==> config.mk <==
export PLATFORM = sky130hd
export DESIGN_NAME = vfd_cmd_loader
export DESIGN_NICKNAME = d
export VERILOG_FILES = /design/src/rtl/vfd_pkg.sv /design/src/rtl/vfd_cfg_regs.sv /design/src/rtl/vfd_mem_loader.sv /design/src/rtl/vfd_cmd_loader.sv
export SDC_FILE = /design/constraint.sdc
export NUM_CORES = 1
export LEC_CHECK = 0
export ABC_AREA = 1
export BUFFER_PORTS_ARGS = -buffer_cell sky130_fd_sc_hd__buf_4
export CAP_MARGIN = 20
export CELL_PAD_IN_SITES_DETAIL_PLACEMENT = 1
export CELL_PAD_IN_SITES_GLOBAL_PLACEMENT = 1
export CORE_MARGIN = 2
export CORE_UTILIZATION = 37
export DETAILED_ROUTE_END_ITERATION = 16
export GPL_ROUTABILITY_DRIVEN = 0
export PLACE_DENSITY_LB_ADDON = 0.1
export SYNTH_ARGS = -nofsm -noshare
export SYNTH_HDL_FRONTEND = slang
export SYNTH_SLANG_ARGS = --single-unit
==> constraint.sdc <==
create_clock -name clk -period 1.6 [get_ports clk]
set_input_delay 0 -clock clk [delete_from_list [all_inputs] [get_ports clk]]
set_output_delay 0 -clock clk [all_outputs]
set_load 0.01 [all_outputs]
==> src/rtl/vfd_pkg.sv <==
package vfd_pkg;
    typedef enum logic [1:0] {
        ST_CMD  = 2'd0,
        ST_DATA = 2'd1,
        ST_FULL = 2'd2
    } ld_state_t;

    localparam logic [2:0] OP_SETUP = 3'b111;
    localparam logic [2:0] OP_STATE = 3'b110;
    localparam logic [2:0] OP_GSEL  = 3'b101;
    localparam logic [2:0] OP_PORT  = 3'b100;
endpackage

==> src/rtl/vfd_cfg_regs.sv <==
module vfd_cfg_regs
    import vfd_pkg::*;
#(
    parameter int GSTART_MAX = 10,
    parameter int PORT_W     = 8
) (
    input  logic              clk,
    input  logic              rst_n,
    input  logic              cmd_stb,
    input  logic [7:0]        cmd_byte,
    output logic              seg_wide,
    output logic [1:0]        grid_cnt,
    output logic              disp_on,
    output logic [1:0]        duty,
    output logic [3:0]        grid_start,
    output logic [PORT_W-1:0] port_data
);
    localparam int NIB = PORT_W / 2;

    always_ff @(posedge clk) begin
        if (!rst_n) begin
            seg_wide   <= 1'b0;
            grid_cnt   <= 2'b00;
            disp_on    <= 1'b0;
            duty       <= 2'b00;
            grid_start <= 4'd0;
            port_data  <= '0;
        end else if (cmd_stb) begin
            unique case (cmd_byte[7:5])
                OP_SETUP: begin
                    seg_wide <= cmd_byte[2];
                    grid_cnt <= cmd_byte[1:0];
                end
                OP_STATE: begin
                    disp_on <= cmd_byte[2];
                    duty    <= cmd_byte[1:0];
                end
                OP_GSEL: begin
                    if (int'(cmd_byte[3:0]) <= GSTART_MAX)
                        grid_start <= cmd_byte[3:0];
                end
                OP_PORT: begin
                    if (cmd_byte[4])
                        port_data[PORT_W-1:NIB] <= cmd_byte[NIB-1:0];
                    else
                        port_data[NIB-1:0] <= cmd_byte[NIB-1:0];
                end
                default: ;
            endcase
        end
    end

    AST_GSTART_RANGE: assert property (@(posedge clk) disable iff (!rst_n)
        int'(grid_start) <= GSTART_MAX);

    AST_IDLE_HOLDS_CFG: assert property (@(posedge clk) disable iff (!rst_n)
        !cmd_stb |=> $stable(port_data) && $stable(duty) && $stable(disp_on));
endmodule

==> src/rtl/vfd_mem_loader.sv <==
module vfd_mem_loader
    import vfd_pkg::*;
#(
    parameter int ADDR_W    = 6,
    parameter int BASE_ADDR = 9,
    parameter int STRIDE    = 4,
    parameter int MAX_GRIDS = 10,
    parameter int MIN_GRIDS = 7
) (
    input  logic              clk,
    input  logic              rst_n,
    input  logic              cs_n,
    input  logic              byte_valid,
    input  logic [7:0]        byte_data,
    input  logic              seg_wide,
    input  logic [1:0]        grid_cnt,
    output logic              cmd_stb,
    output logic              mem_we,
    output logic [ADDR_W-1:0] mem_addr,
    output logic [7:0]        mem_data
);
    localparam int GIDX_W   = $clog2(MAX_GRIDS);
    localparam int ADDR_TOP = BASE_ADDR + STRIDE * (MAX_GRIDS - 1) + 2;

    ld_state_t          state, state_nx;
    logic [GIDX_W-1:0]  gidx, gidx_nx;
    logic [1:0]         bidx, bidx_nx;
    logic               take;
    logic               last_byte;
    logic               last_grid;
    logic [ADDR_W-1:0]  addr_calc;
    logic [GIDX_W-1:0]  gidx_last;

    assign take      = byte_valid && !cs_n;
    assign cmd_stb   = take && (state == ST_CMD);
    assign gidx_last = GIDX_W'(MIN_GRIDS - 1) + GIDX_W'(grid_cnt);
    assign last_byte = seg_wide ? (bidx == 2'd2) : (bidx == 2'd1);
    assign last_grid = (gidx == gidx_last);
    assign addr_calc = ADDR_W'(BASE_ADDR) + ADDR_W'(gidx) * ADDR_W'(STRIDE)
                     + ADDR_W'(bidx) + (seg_wide ? ADDR_W'(0) : ADDR_W'(1));

    // state register
    always_ff @(posedge clk) begin
        if (!rst_n) begin
            state <= ST_CMD;
            gidx  <= '0;
            bidx  <= '0;
        end else begin
            state <= state_nx;
            gidx  <= gidx_nx;
            bidx  <= bidx_nx;
        end
    end

    // next state
    always_comb begin
        state_nx = state;
        gidx_nx  = gidx;
        bidx_nx  = bidx;
        if (cs_n) begin
            state_nx = ST_CMD;
            gidx_nx  = '0;
            bidx_nx  = '0;
        end else if (take) begin
            unique case (state)
                ST_CMD: begin
                    if (byte_data[7:5] == OP_SETUP) begin
                        state_nx = ST_DATA;
                        gidx_nx  = '0;
                        bidx_nx  = '0;
                    end
                end
                ST_DATA: begin
                    if (last_byte) begin
                        bidx_nx = '0;
                        if (last_grid) state_nx = ST_FULL;
                        else           gidx_nx  = gidx + 1'b1;
                    end else begin
                        bidx_nx = bidx + 1'b1;
                    end
                end
                ST_FULL: ;
                default: state_nx = ST_CMD;
            endcase
        end
    end

    // outputs
    always_ff @(posedge clk) begin
        if (!rst_n) begin
            mem_we   <= 1'b0;
            mem_addr <= '0;
            mem_data <= '0;
        end else begin
            mem_we <= take && (state == ST_DATA);
            if (take && (state == ST_DATA)) begin
                mem_addr <= addr_calc;
                mem_data <= byte_data;
            end
        end
    end

    AST_WE_FROM_BYTE: assert property (@(posedge clk) disable iff (!rst_n)
        mem_we |-> $past(byte_valid && !cs_n));

    AST_ADDR_IN_MAP: assert property (@(posedge clk) disable iff (!rst_n)
        mem_we |-> (int'(mem_addr) >= BASE_ADDR) && (int'(mem_addr) <= ADDR_TOP));

    AST_CS_HIGH_NO_WRITE: assert property (@(posedge clk) disable iff (!rst_n)
        cs_n |=> !mem_we);

    AST_WE_ONE_CYCLE: assert property (@(posedge clk) disable iff (!rst_n)
        mem_we && !byte_valid |=> !mem_we);
endmodule

==> src/rtl/vfd_cmd_loader.sv <==
module vfd_cmd_loader
    import vfd_pkg::*;
#(
    parameter int ADDR_W    = 6,
    parameter int BASE_ADDR = 9,
    parameter int STRIDE    = 4,
    parameter int MAX_GRIDS = 10,
    parameter int MIN_GRIDS = 7,
    parameter int PORT_W    = 8
) (
    input  logic              clk,
    input  logic              rst_n,
    input  logic              cs_n,
    input  logic              byte_valid,
    input  logic [7:0]        byte_data,
    output logic              seg_wide,
    output logic [1:0]        grid_cnt,
    output logic              disp_on,
    output logic [1:0]        duty,
    output logic [3:0]        grid_start,
    output logic [PORT_W-1:0] port_data,
    output logic              mem_we,
    output logic [ADDR_W-1:0] mem_addr,
    output logic [7:0]        mem_data
);
    localparam int GSTART_MAX = 10;

    logic cmd_stb;

    vfd_mem_loader #(
        .ADDR_W(ADDR_W), .BASE_ADDR(BASE_ADDR), .STRIDE(STRIDE),
        .MAX_GRIDS(MAX_GRIDS), .MIN_GRIDS(MIN_GRIDS)
    ) u_loader (
        .clk(clk), .rst_n(rst_n), .cs_n(cs_n),
        .byte_valid(byte_valid), .byte_data(byte_data),
        .seg_wide(seg_wide), .grid_cnt(grid_cnt),
        .cmd_stb(cmd_stb),
        .mem_we(mem_we), .mem_addr(mem_addr), .mem_data(mem_data)
    );

    vfd_cfg_regs #(
        .GSTART_MAX(GSTART_MAX), .PORT_W(PORT_W)
    ) u_cfg (
        .clk(clk), .rst_n(rst_n),
        .cmd_stb(cmd_stb), .cmd_byte(byte_data),
        .seg_wide(seg_wide), .grid_cnt(grid_cnt),
        .disp_on(disp_on), .duty(duty),
        .grid_start(grid_start), .port_data(port_data)
    );

    AST_NARROW_SKIPS_TOP: assert property (@(posedge clk) disable iff (!rst_n)
        mem_we && !seg_wide |-> mem_addr[1:0] != 2'b01);

    AST_SLOT_GAP: assert property (@(posedge clk) disable iff (!rst_n)
        mem_we |-> mem_addr[1:0] != 2'b00);
endmodule

# Word-level counts from Yosys, hierarchy flattened
# Index checks and enable logic that the tools add are counted.
# Widths: inputs -> output; s select.
[classes] shifts=0 order_cmp=1 multipliers=0 n_reduce_logical=15 n_addsub=6 div_mod_pow=0 bitwise=3 n_mux=13 n_eq_ne=13
[op_table] op="$eq 3x3->1 const B" count=4
[op_table] op="$mux 4" count=3
[op_table] op="$reduce_and 3->1" count=4
[op_table] op="$mux 2" count=5
[op_table] op="$reduce_and 5->1" count=2
[op_table] op="$pmux 4 s2" count=1
[op_table] op="$add 4x6->6 const A" count=1
[op_table] op="$add 6x2->6" count=1
[op_table] op="$add 6x6->6" count=1
[op_table] op="$ne 2x1->1 const B" count=3
[op_table] op="$pmux 2 s3" count=1
[op_table] op="$add 3x2->4 const A" count=1
[op_table] op="$add 4x1->4 const B" count=1
[op_table] op="$eq 2x1->1 const B" count=2
[op_table] op="$eq 2x2->1 const B" count=2
[op_table] op="$eq 4x4->1" count=1
[op_table] op="$le 4x4->1 const B" count=1
[op_table] op="$pmux 2 s2" count=1
[op_table] op="$reduce_and 2->1" count=2
[op_table] op="$logic_and 1x1->1" count=3
[op_table] op="$not 1->1" count=3
[op_table] op="$add 2x1->2 const B" count=1
[op_table] op="$logic_not 2->1" count=1
[op_table] op="$mux 1" count=2
[op_table] op="4 further kinds" count=4
[totals] latch_bits=0 ramBits=0 output_inout_bits=33 reg_bits=41 n_memories=0 wordCells=64 inputBits=12 rom_bits=0

# Depth between registers and ports, before layout
[depth] depth_word=5 mapped_depth=9 ltp_nobuf=9

# Cells and area by module
# A second synthesis with hierarchy kept.
[hier_totals] cells_unflattened=282 hier_area_um2=1991.9
[modules_own_cells] module="vfd_mem_loader" area_per_inst_um2=1193.6 n_inst=1 seq_area_each_um2=460.4 cells_per_inst=167
[modules_own_cells] module="vfd_cfg_regs" area_per_inst_um2=798.3 n_inst=1 seq_area_each_um2=360.3 cells_per_inst=115

# Least setup slack after synthesis
# Ideal clock, no wire load.
[synth_timing] path_kind="register to register" from="register u_cfg.seg_wide" to="register u_loader.mem_addr[4]" path_stages_with_launch=8 period_less_slack_ns=1.332 path_slack_ns=0.268 required_ns=1.483 arrival_time_ns=1.215 setup_time_ns=0.117 n_path_buf=0 path_cell_list="dfxtp_1 ha_1 inv_1 ha_1 a21oi_1 nor2_1 o221ai_1 inv_1"
[synth_via] elab_chain_cells=2
[synth_rtl] item="from (decl)" line="vfd_cfg_regs.sv:11" source="output logic seg_wide,"
[synth_rtl] item="from (signal assigned)" line="vfd_cfg_regs.sv:31" source="seg_wide <= cmd_byte[2];"
[synth_rtl] item="$mux 1" line="vfd_mem_loader.sv:40" source="+ ADDR_W'(bidx) + (seg_wide ? ADDR_W'(0) : ADDR_W'(1));"
[synth_rtl] item="$add 6x6->6" line="vfd_mem_loader.sv:40"
[synth_rtl] item="to (signal assigned)" line="vfd_mem_loader.sv:97" source="mem_addr <= addr_calc;"
[synth_rtl] item="to (decl)" line="vfd_mem_loader.sv:19" source="output logic [ADDR_W-1:0] mem_addr,"
# No other way between the ends.
# A chain may end at the register's enable or synchronous reset.

# Final worst setup path
[layout_timing] from="register u_loader.bidx[0]" to="register u_loader.gidx[2]"
[layout_via] elab_chain_cells=4 elab_cells_between_ends=5 cone_classes="3 x eq/ne; 1 x mux; 1 x reduce/logical"
[layout_rtl] item="from (decl)" line="vfd_mem_loader.sv:27" source="logic [1:0] bidx, bidx_nx;"
[layout_rtl] item="from (signal assigned)" line="vfd_mem_loader.sv:51" source="bidx <= bidx_nx;"
[layout_rtl] item="$eq 2x1->1 / $eq 2x2->1 (equally long branches)" line="vfd_mem_loader.sv:37" source="assign last_byte = seg_wide ? (bidx == 2'd2) : (bidx == 2'd1);"
[layout_rtl] item="$mux 1 *" line="vfd_mem_loader.sv:37"
[layout_rtl] item="$ne 2x1->1 (no source line) *"
[layout_rtl] item="$reduce_and 5->1 (no source line) *"
[layout_rtl] item="to (signal assigned)" line="vfd_mem_loader.sv:50" source="gidx <= gidx_nx;"
[layout_rtl] item="to (decl)" line="vfd_mem_loader.sv:26" source="logic [GIDX_W-1:0] gidx, gidx_nx;"
# Every way passes the cells marked *; elsewhere a longest branch is shown, timed or not.

==> impl_metrics.ini <==
[run_status]
status = finished clean

[flow_run]
cap_viol_max_count = 0

[global_routing]
track_usage_pct = 19.2
antenna_found_initial = 0
grt_overflow = 0
grt_first_pass_wirelength_um = 8080
grt_start_max_net_pins = 33
grt_pass1_vias = 1709

[die]
io_pins = 45
initial_utilization_pct = 38.4
fp.dieW_um = 74.0
core_mm2 = 0.00472
fp-row-count = 25
die-area_mm2 = 0.00548
die_h_um = 74.0

[sta]
hold_viol = 0
worstMarginPinSlew_ns = 0.375
fin_skew_ns = 0.00625
slew-limit-headroom_pct = 74.9
finalCritPeriodShare_pct = 90.2
setup_ws_ns = 0.157
fmax_ghz = 0.693
grt_setup_unrepaired = no
finalMaxSlewViolations = 0
tns_ns = 0
final.min_clock_period_ns = 1.44
holdWs_ns = 0.0338
setup_violations = 0

[placed_design]
io_buffers = 44
dp_slack_ns = 0.184
dp_cells = 349
hpwl_um = 3560
place_area_mm2 = 0.00223

[route]
drt_iter0_drc = 61
routedWlPerCell_um = 13.3
drtAntennaViolNets = 0
drc = 0
vias = 1732
drt-total-wl_um = 4860
viasPerCell = 4.76
drt_first_pass_iters = 4

[worst_hold_path]
hp-start = byte_data[4]
worstHoldPathType = input pin to flop
holdPathEnd = u_cfg.port_data[0]
hold_depth = 3

[clock_network]
h-tree-depth = 2
clk_pin_slew_ns = 0.08
worstSkewPairLatency_ns = 0.29
postCtsSetupRepairBufs = 0
tritoncts = done
cts_sinks = 41
cts_root_buf = clkbuf_8
cts_buffer_depth = 2
numCtsBuffers = 5

[power]
pwr_density_cell_mw_per_mm2 = 776
peakVddDrop_v = 0.000566
fin_total_pwr_mw = 1.85
cellLeakagePower_nw = 1.11

[yosys]
synth_cell_types = 26
netlist.area_leader.share_pct = 45.2
ys_seq_area_share_pct = 45.2
ys_ff_latch = 41
synth.net_count = 258
syn-cell-area_mm2 = 0.00181
yosysTopAreaCell = dfxtp_1
synth_area_per_cell_um2 = 7.50
yosysWarningCount = 0
synth_cells = 242
ys_top_cells_by_area = dfxtp_1 (45%), o21ai_0 (9.1%), a21oi_1 (8.3%)

[setup_path]
critical_path.max_fanout = 6
arrival_ns = 1.63
ff2ff_path_depth = 8
rrSetupSlack_ns = 0.16
startpoint_type = flop
critPathKind = flop to flop
cp_data_required_time_ns = 1.78
end_kind = flop
rr_endpoint = u_loader.gidx[2]
regToRegStartpoint = u_loader.bidx[0]

[finish]
nFillCells = 605
layout-drive-gt1-share_pct = 23.9
final_area_mm2 = 0.00238
finalNonFillerCells = 364
num_antenna_cells = 0
fin_util_pct = 50.4
nets = 312
syn2layout_area_growth_pct = 31.3
[how the worst max path moves through the flow]
stage          slack (ns)              start  cells past startpoint                   end
2_1_floorplan        0.27     u_cfg.seg_wide                      7  u_loader.mem_addr[4]
4_1_cts              0.15   u_loader.bidx[0]                      8      u_loader.gidx[2]
3_5_place_dp         0.18   u_loader.bidx[0]                      8      u_loader.gidx[2]
6_report             0.16   u_loader.bidx[0]                      8      u_loader.gidx[2]
3_3_place_gp         0.23  u_loader.state[0]                      5  u_loader.mem_addr[0]
5_1_grt              0.03  u_loader.state[0]                      6   u_cfg.grid_start[2]
[timing repair]
| item | 4_1_cts | 5_1_grt |
|---|---|---|
| hold endpoints to repair | 7 | 0 |
| endpoints found under the setup margin | 0 | 0 |
| resized for setup | 0 | 0 |
| hold buffers | 7 | 0 |
[cell usage in the layout, fill, tap and decap left out, drive strengths merged]
| cell type | n |
|---|---|
| or2 | 1 |
| a31oi | 1 |
| nor3 | 2 |
| nand4 | 2 |
| nor2 | 34 |
| ha | 4 |
| nor3b | 1 |
| xnor2 | 2 |
| dfxtp | 41 |
| buf | 47 |
| nand3 | 13 |
| a21oi | 31 |
| nand2 | 35 |
| clkinv | 3 |
| dlygate4sd3 | 7 |
| o221ai | 2 |
| clkbuf | 6 |
| o21ai | 34 |
| inv | 31 |
[cell type report]
class	instances	area, µm²	area share [%]
multi-input cells	162	840	35.2
flip-flops and latches	41	821	34.5
repair buffers	54	435	18.3
inverters	32	120	5.04
well taps	67	83.8	3.52
clock buffers	6	72.6	3.05
clock inverters	2	10.0	0.420
[cell usage after synthesis]
library cell	n
clkbuf_1	3
clkinv_1	1
nor2_4	1
ha_1	4
nand2_1	31
buf_4	1
inv_1	26
nand4_1	1
or2_2	1
a31oi_1	1
xnor2_1	2
dfxtp_1	41
nor2_1	31
a21oi_1	30
nand3_1	13
o21ai_0	33
o221ai_1	2
nor2_2	2
nor3b_1	1
inv_2	5
a21oi_4	1
o21ai_1	1
nand2_2	4
buf_2	3
nand4_2	1
nor3_4	2
[power breakdown]
group | switching [mW] | internal, mW
sequential | 0.00647 | 1.03
clock | 0.358 | 0.303
combinational | 0.0872 | 0.0645
[worst max-delay path: stages (launching register included)]
cell     delay, ns
dfxtp_1       0.34
inv_1         0.06
ha_1          0.29
inv_1         0.06
nand3_1       0.13
a21oi_4       0.23
nand2_1       0.10
nand2_1       0.07
a21oi_1       0.06
[kinds of logic after synthesis]
group / share of synthesized area, %
xor gates and xnor gates: 0.966
adders and majority gates: 2.76
DFF: 45.2
AOI/OAI and AO/OA: 19.9
and+or+nand+nor: 22.7
buffers and inverters: 8.48
[routing by layer]
layer  GRT usage (%)  vias to the layer above  part of all wire [%]
met1            25.9                      801                    50
met3            3.79                        4                   3.9
met5               0                        -                     0
met4            6.46                        0                  0.89
met2            30.7                       31                    45
li1                -                      896                     -
[flip-flops by register name, indices dropped and copies added (netlist names)]
register and count:
u_cfg.port_data 8, u_loader.mem_data 8, u_loader.mem_addr 6, u_cfg.grid_start 4
u_loader.gidx 4, u_cfg.duty 2, u_cfg.grid_cnt 2, u_loader.bidx 2
u_loader.state 2, u_cfg.disp_on 1, u_cfg.seg_wide 1, u_loader.mem_we 1
No activity file was read; power rests on OpenSTA's default activity.
